## src/rtl/wave_timer_chan.sv

```systemverilog
module wave_timer_chan #(
  parameter int W = 16
) (
  input  logic         clk,
  input  logic         rst_n,
  input  logic         cnt_en_i,
  input  logic         sync_i,
  input  logic         sw_trig_i,
  input  logic         clk_on_i,
  input  logic         clk_off_i,
  input  logic [3:0]   evt_i,
  input  logic         mode_we_i,
  input  logic [31:0]  mode_d_i,
  input  logic         ra_we_i,
  input  logic         rb_we_i,
  input  logic         rc_we_i,
  input  logic [W-1:0] cmp_d_i,
  input  logic         ier_we_i,
  input  logic         idr_we_i,
  input  logic [7:0]   irq_d_i,
  input  logic         stat_rd_i,
  output logic [W-1:0] count_o,
  output logic         out_a_o,
  output logic         out_b_o,
  output logic [18:0]  status_o,
  output logic [7:0]   mask_o,
  output logic         irq_o
);
  localparam logic [W-1:0] MAXV = '1;

  logic [31:0]  mode_q;
  logic [W-1:0] ra_q, rb_q, rc_q, cnt_n, top_v;
  logic         dir_dn, dir_n, clk_on, stopped;
  logic [7:0]   flags;
  logic [3:0]   evt_prev;
  logic [1:0]   act_a, act_b;

  logic [1:0] wsel, edge_sel, src;
  logic       stop_rc, dis_rc, evt_trg_en;
  assign wsel       = mode_q[1:0];
  assign stop_rc    = mode_q[2];
  assign dis_rc     = mode_q[3];
  assign edge_sel   = mode_q[5:4];
  assign src        = mode_q[7:6];
  assign evt_trg_en = mode_q[8];

  logic unused_mode;
  assign unused_mode = ^mode_q[15:9];

  logic ev_now, ev_was, evt, trig, tick, hit_a, hit_b, hit_c, ovf;
  assign ev_now = evt_i[src];
  assign ev_was = evt_prev[src];
  assign evt    = (edge_sel[0] & ev_now & ~ev_was) | (edge_sel[1] & ~ev_now & ev_was);
  assign trig   = sync_i | sw_trig_i | (evt & evt_trg_en);
  assign tick   = cnt_en_i & clk_on & ~stopped;
  assign hit_a  = tick & (count_o == ra_q);
  assign hit_b  = tick & (count_o == rb_q);
  assign hit_c  = tick & (count_o == rc_q);
  assign ovf    = tick & (count_o == MAXV);
  assign top_v  = (wsel == 2'd3) ? rc_q : MAXV;

  always_comb begin
    cnt_n = count_o;
    dir_n = dir_dn;
    if (trig) begin
      cnt_n = '0;
      dir_n = 1'b0;
    end else if (tick) begin
      case (wsel)
        2'd0: cnt_n = count_o + 1'b1;
        2'd2: cnt_n = hit_c ? '0 : count_o + 1'b1;
        default: begin
          if (!dir_dn) begin
            if (count_o == top_v) begin
              dir_n = 1'b1;
              cnt_n = count_o - 1'b1;
            end else begin
              cnt_n = count_o + 1'b1;
            end
          end else if (count_o == '0) begin
            dir_n = 1'b0;
            cnt_n = count_o + 1'b1;
          end else begin
            cnt_n = count_o - 1'b1;
          end
        end
      endcase
    end
  end

  always_comb begin
    act_a = 2'd0;
    if (hit_a) act_a = mode_q[17:16];
    if (hit_c && mode_q[19:18] != 2'd0) act_a = mode_q[19:18];
    if (evt && mode_q[21:20] != 2'd0) act_a = mode_q[21:20];
    if (sw_trig_i && mode_q[23:22] != 2'd0) act_a = mode_q[23:22];
    act_b = 2'd0;
    if (hit_b) act_b = mode_q[25:24];
    if (hit_c && mode_q[27:26] != 2'd0) act_b = mode_q[27:26];
    if (evt && mode_q[29:28] != 2'd0) act_b = mode_q[29:28];
    if (sw_trig_i && mode_q[31:30] != 2'd0) act_b = mode_q[31:30];
  end

  function automatic logic apply_act(input logic cur, input logic [1:0] act);
    case (act)
      2'd1:    return 1'b1;
      2'd2:    return 1'b0;
      2'd3:    return ~cur;
      default: return cur;
    endcase
  endfunction

  always_ff @(posedge clk or negedge rst_n) begin
    if (!rst_n) begin
      mode_q   <= '0;
      ra_q     <= '0;
      rb_q     <= '0;
      rc_q     <= '0;
      count_o  <= '0;
      dir_dn   <= 1'b0;
      clk_on   <= 1'b0;
      stopped  <= 1'b0;
      flags    <= '0;
      mask_o   <= '0;
      evt_prev <= '0;
      out_a_o  <= 1'b0;
      out_b_o  <= 1'b0;
    end else begin
      if (mode_we_i) mode_q <= mode_d_i;
      if (ra_we_i) ra_q <= cmp_d_i;
      if (rb_we_i) rb_q <= cmp_d_i;
      if (rc_we_i) rc_q <= cmp_d_i;
      count_o  <= cnt_n;
      dir_dn   <= dir_n;
      evt_prev <= evt_i;
      out_a_o  <= apply_act(out_a_o, act_a);
      out_b_o  <= apply_act(out_b_o, act_b);
      if (clk_off_i || (hit_c && dis_rc)) clk_on <= 1'b0;
      else if (clk_on_i)                  clk_on <= 1'b1;
      if (hit_c && stop_rc) stopped <= 1'b1;
      else if (trig)        stopped <= 1'b0;
      flags  <= (stat_rd_i ? 8'h00 : flags) |
                {evt, 2'b00, hit_c, hit_b, hit_a, 1'b0, ovf};
      mask_o <= (mask_o | (ier_we_i ? irq_d_i : 8'h00)) &
                ~(idr_we_i ? irq_d_i : 8'h00);
    end
  end

  assign status_o = {out_b_o, out_a_o, clk_on, 8'h00, flags};
  assign irq_o    = |(flags & mask_o);
endmodule

```

## config.mk

```make
export PLATFORM = sky130hd
export DESIGN_NAME = wave_timer_chan
export DESIGN_NICKNAME = d
export VERILOG_FILES = /design/src/rtl/wave_timer_chan.sv
export SDC_FILE = /design/constraint.sdc
export NUM_CORES = 1
export LEC_CHECK = 0
export ABC_AREA = 1
export BUFFER_PORTS_ARGS = -buffer_cell sky130_fd_sc_hd__buf_2
export CORE_ASPECT_RATIO = 1.4
export CORE_MARGIN = 2
export CORE_UTILIZATION = 45
export CTS_BUF_LIST = sky130_fd_sc_hd__clkbuf_8
export DETAILED_ROUTE_END_ITERATION = 8
export PLACE_DENSITY = 0.66
export REMOVE_ABC_BUFFERS = 1
export SETUP_SLACK_MARGIN = 0.1
export SLEW_MARGIN = 15
export SYNTH_ARGS = -nofsm -noshare
export SYNTH_HDL_FRONTEND = slang
export SYNTH_SLANG_ARGS = --single-unit
```

## constraint.sdc

```tcl
create_clock -name clk -period 2.92 [get_ports clk]
set_clock_uncertainty 0.05 [all_clocks]
set_input_delay 0.584 -clock clk [delete_from_list [all_inputs] [get_ports clk]]
set_output_delay 0.584 -clock clk [all_outputs]
set_load 0.1 [all_outputs]
```

==> impl_metrics.env <==
export IMPL_clock_sinks=111
export IMPL_avgSynthCellArea_sq_um=7.34
export IMPL_status="finished, final reports clean"
export IMPL_gr_usage_met2=0.410
export IMPL_fin_setup_tns_ps=0
export IMPL_regToRegStartpoint="mode_q[1]"
export IMPL_core_area_sq_um=14900
export IMPL_ios=120
export IMPL_yosysWarnings=0
export IMPL_vias=6100
export IMPL_ant_nets=0
export IMPL_tritoncts="built"
export IMPL_grt_max_degree=50
export IMPL_fin_crit_sh=0.839
export IMPL_grtUsageMet1=0.300
export IMPL_clock_root_buffer="clkbuf_8"
export IMPL_fmax_mhz=408
export IMPL_finish_utilization=0.508
export IMPL_cts_resized=0
export IMPL_finalCriticalPeriod_ps=2450
export IMPL_start_util=0.456
export IMPL_layout_common_cells="nand2_1, dfrtp_1, buf_2, inv_1, o21ai_0"
export IMPL_firstDrtPassIters=6
export IMPL_cp_start_kind="flip-flop"
export IMPL_diodes=0
export IMPL_cts_htree_levels=3
export IMPL_grt_remaining_overflow=0
export IMPL_synth_seq_cells=111
export IMPL_final_layout_size_suffix_gt1_frac=0.192
export IMPL_arrival_ps=2690
export IMPL_syn_inst=928
export IMPL_dpl_hpwl_mm=13.9
export IMPL_max_slew_margin=0.553
export IMPL_final_common_cell="nand2_1"
export IMPL_cts_buffers_inserted=9
export IMPL_crit_fanout=19
export IMPL_met3_usage=0.0322
export IMPL_hold_violations=0
export IMPL_hp_class="in -> async"
export IMPL_timing_critical_path_from="mode_q[1]"
export IMPL_syn2layout_area_growth_pct=11.3
export IMPL_die_area_sq_um=16100
export IMPL_final_cells=1211
export IMPL_busiest_layer="met2"
export IMPL_track_usage=0.240
export IMPL_wl_per_cell_um=15.3
export IMPL_drt_initial_drc_count=364
export IMPL_routed_wl_mm=18.5
export IMPL_placed_cells=1195
export IMPL_p_leak_nw=4.02
export IMPL_synthTopCellsByArea="dfrtp_1, nand2_1, o21ai_0, nand3_1, inv_1"
export IMPL_yosysTopAreaCell="dfrtp_1"
export IMPL_netlist_cell_type_count=40
export IMPL_cts_max_path_buffers=2
export IMPL_place_congestion=0.900
export IMPL_grt_setup_unrepaired="no"
export IMPL_finalSetupViolCount=0
export IMPL_drc_errors=0
export IMPL_slew_viol_final=0
export IMPL_fp_dieH_um=150
export IMPL_clock_latency_ps=390
export IMPL_fin_nets=1090
export IMPL_fp_dieW_um=108
export IMPL_via_per_inst=5.04
export IMPL_ir_drop_uv=491
export IMPL_worst_pin_slew_ps=670
export IMPL_post_cts_repair_setup_buffers=0
export IMPL_cts_hold_buf=0
export IMPL_grt_pass1_wl_mm=29.9
export IMPL_critical_path_class="reg -> reg"
export IMPL_yosysTopAreaCellShare=0.408
export IMPL_nFillCells=1549
export IMPL_antenna_found_initial=0
export IMPL_num_rows=53
export IMPL_power_density_nw_per_um2=483
export IMPL_portBuffers=101
export IMPL_clk_pin_slew_ps=110
export IMPL_critical_path_required_ps=3160
export IMPL_netlist_area_sq_um=6810
export IMPL_cp_end_kind="flip-flop"
export IMPL_max_cap_violations=0
export IMPL_hold_slack_ps=158
export IMPL_first_global_vias=5791
export IMPL_seq_area_frac_synth=0.408
==> power breakdown <==
part	switching, W	leakage, nW	total, W	internal (W)
Clock	0.000581	0.0890	0.000902	0.000322
Sequential	0.0000897	1.38	0.00175	0.00166
Combinational	0.000778	2.56	0.00101	0.000228
Total	0.00145	4.02	0.00366	0.00221
==> metrics by stage <==
| stage | setup WS, ps | power, W | cell area (sq um) |
|---|---|---|---|
| final | 469 | 0.00366 | 7580 |
| after global routing | 337 | 0.00385 | 7580 |
| after CTS | 534 | 0.00369 | 7580 |
| after detailed placement | 532 | 0.00279 | 7400 |
| after global placement | 556 | 0.00278 | 7400 |
| after floorplan | 235 | 0.00251 | 6500 |
==> cells in the mapped netlist, drive strengths merged <==
library cell and n:
nand3b 1, mux2 19, nor2 73, dfrtp 111
a32o 1, nand2 319, clkinv 1, clkbuf 12
conb 1, a21oi 12, a221oi 1, ha 2
nand3 72, o211ai 1, o22ai 1, o21a 2
xor2 32, nor4 2, nor3 13, a21o 8
buf 42, o21ai 88, inv 98, o21bai 2
nand4 14
==> flip-flops by register name, indices dropped and copies added (netlist names) <==
register / count
rb_q: 16
rc_q: 16
mask_o: 8
evt_prev: 4
mode_q: 25
ra_q: 16
out_a_o: 1
stopped: 1
out_b_o: 1
flags: 5
clk_on: 1
dir_dn: 1
count_o: 16
==> routing by layer <==
metal	wire, um	up-vias
met5	0	-
li1	-	3080
met2	9290	200
met1	7490	2776
met3	976	44
met4	730	0
==> critical path, stage by stage (launching register included) <==
cell     delay [ps]
dfrtp_1         650
nand2_4         250
inv_2           310
nand3_1         110
nand2_1          80
inv_1            40
nor2_1          100
nand2_1          80
nor2_2          130
nand3_2         120
nand2_4         190
nand3_1         100
nand3_1         100
nand2_1          50
==> final timing paths <==
path                       slack [ps]  depth (start not counted)          end
max in group asynchronous        1920                          2   mode_q[19]
min in group clk                  270                          1  evt_prev[3]
hold reg to reg                   470                          1    mode_q[4]
setup / recovery                  470                         13   count_o[5]
setup reg to reg                  470                         13   count_o[5]
hold / removal                    160                          1    mode_q[6]
==> cell families after synthesis <==
group           share of synthesized area
simple gates                        0.312
mux                                0.0314
other cells                      0.000551
buf+inv                             0.106
flops                               0.408
compound gates                     0.0970
fa+ha+maj                         0.00367
xor+xnor                           0.0412
==> area by class of cell <==
type / instances / area (sq um) / area share
Inverter: 99 / 377 / 0.0497
Clock inverter: 7 / 56.3 / 0.00743
Multi-Input combinational cell: 674 / 3350 / 0.442
Clock buffer: 9 / 124 / 0.0163
Tap cell: 192 / 240 / 0.0317
Timing Repair Buffer: 119 / 656 / 0.0865
Sequential cell: 111 / 2780 / 0.367
Note: power is estimated with default switching activity, not from simulation.
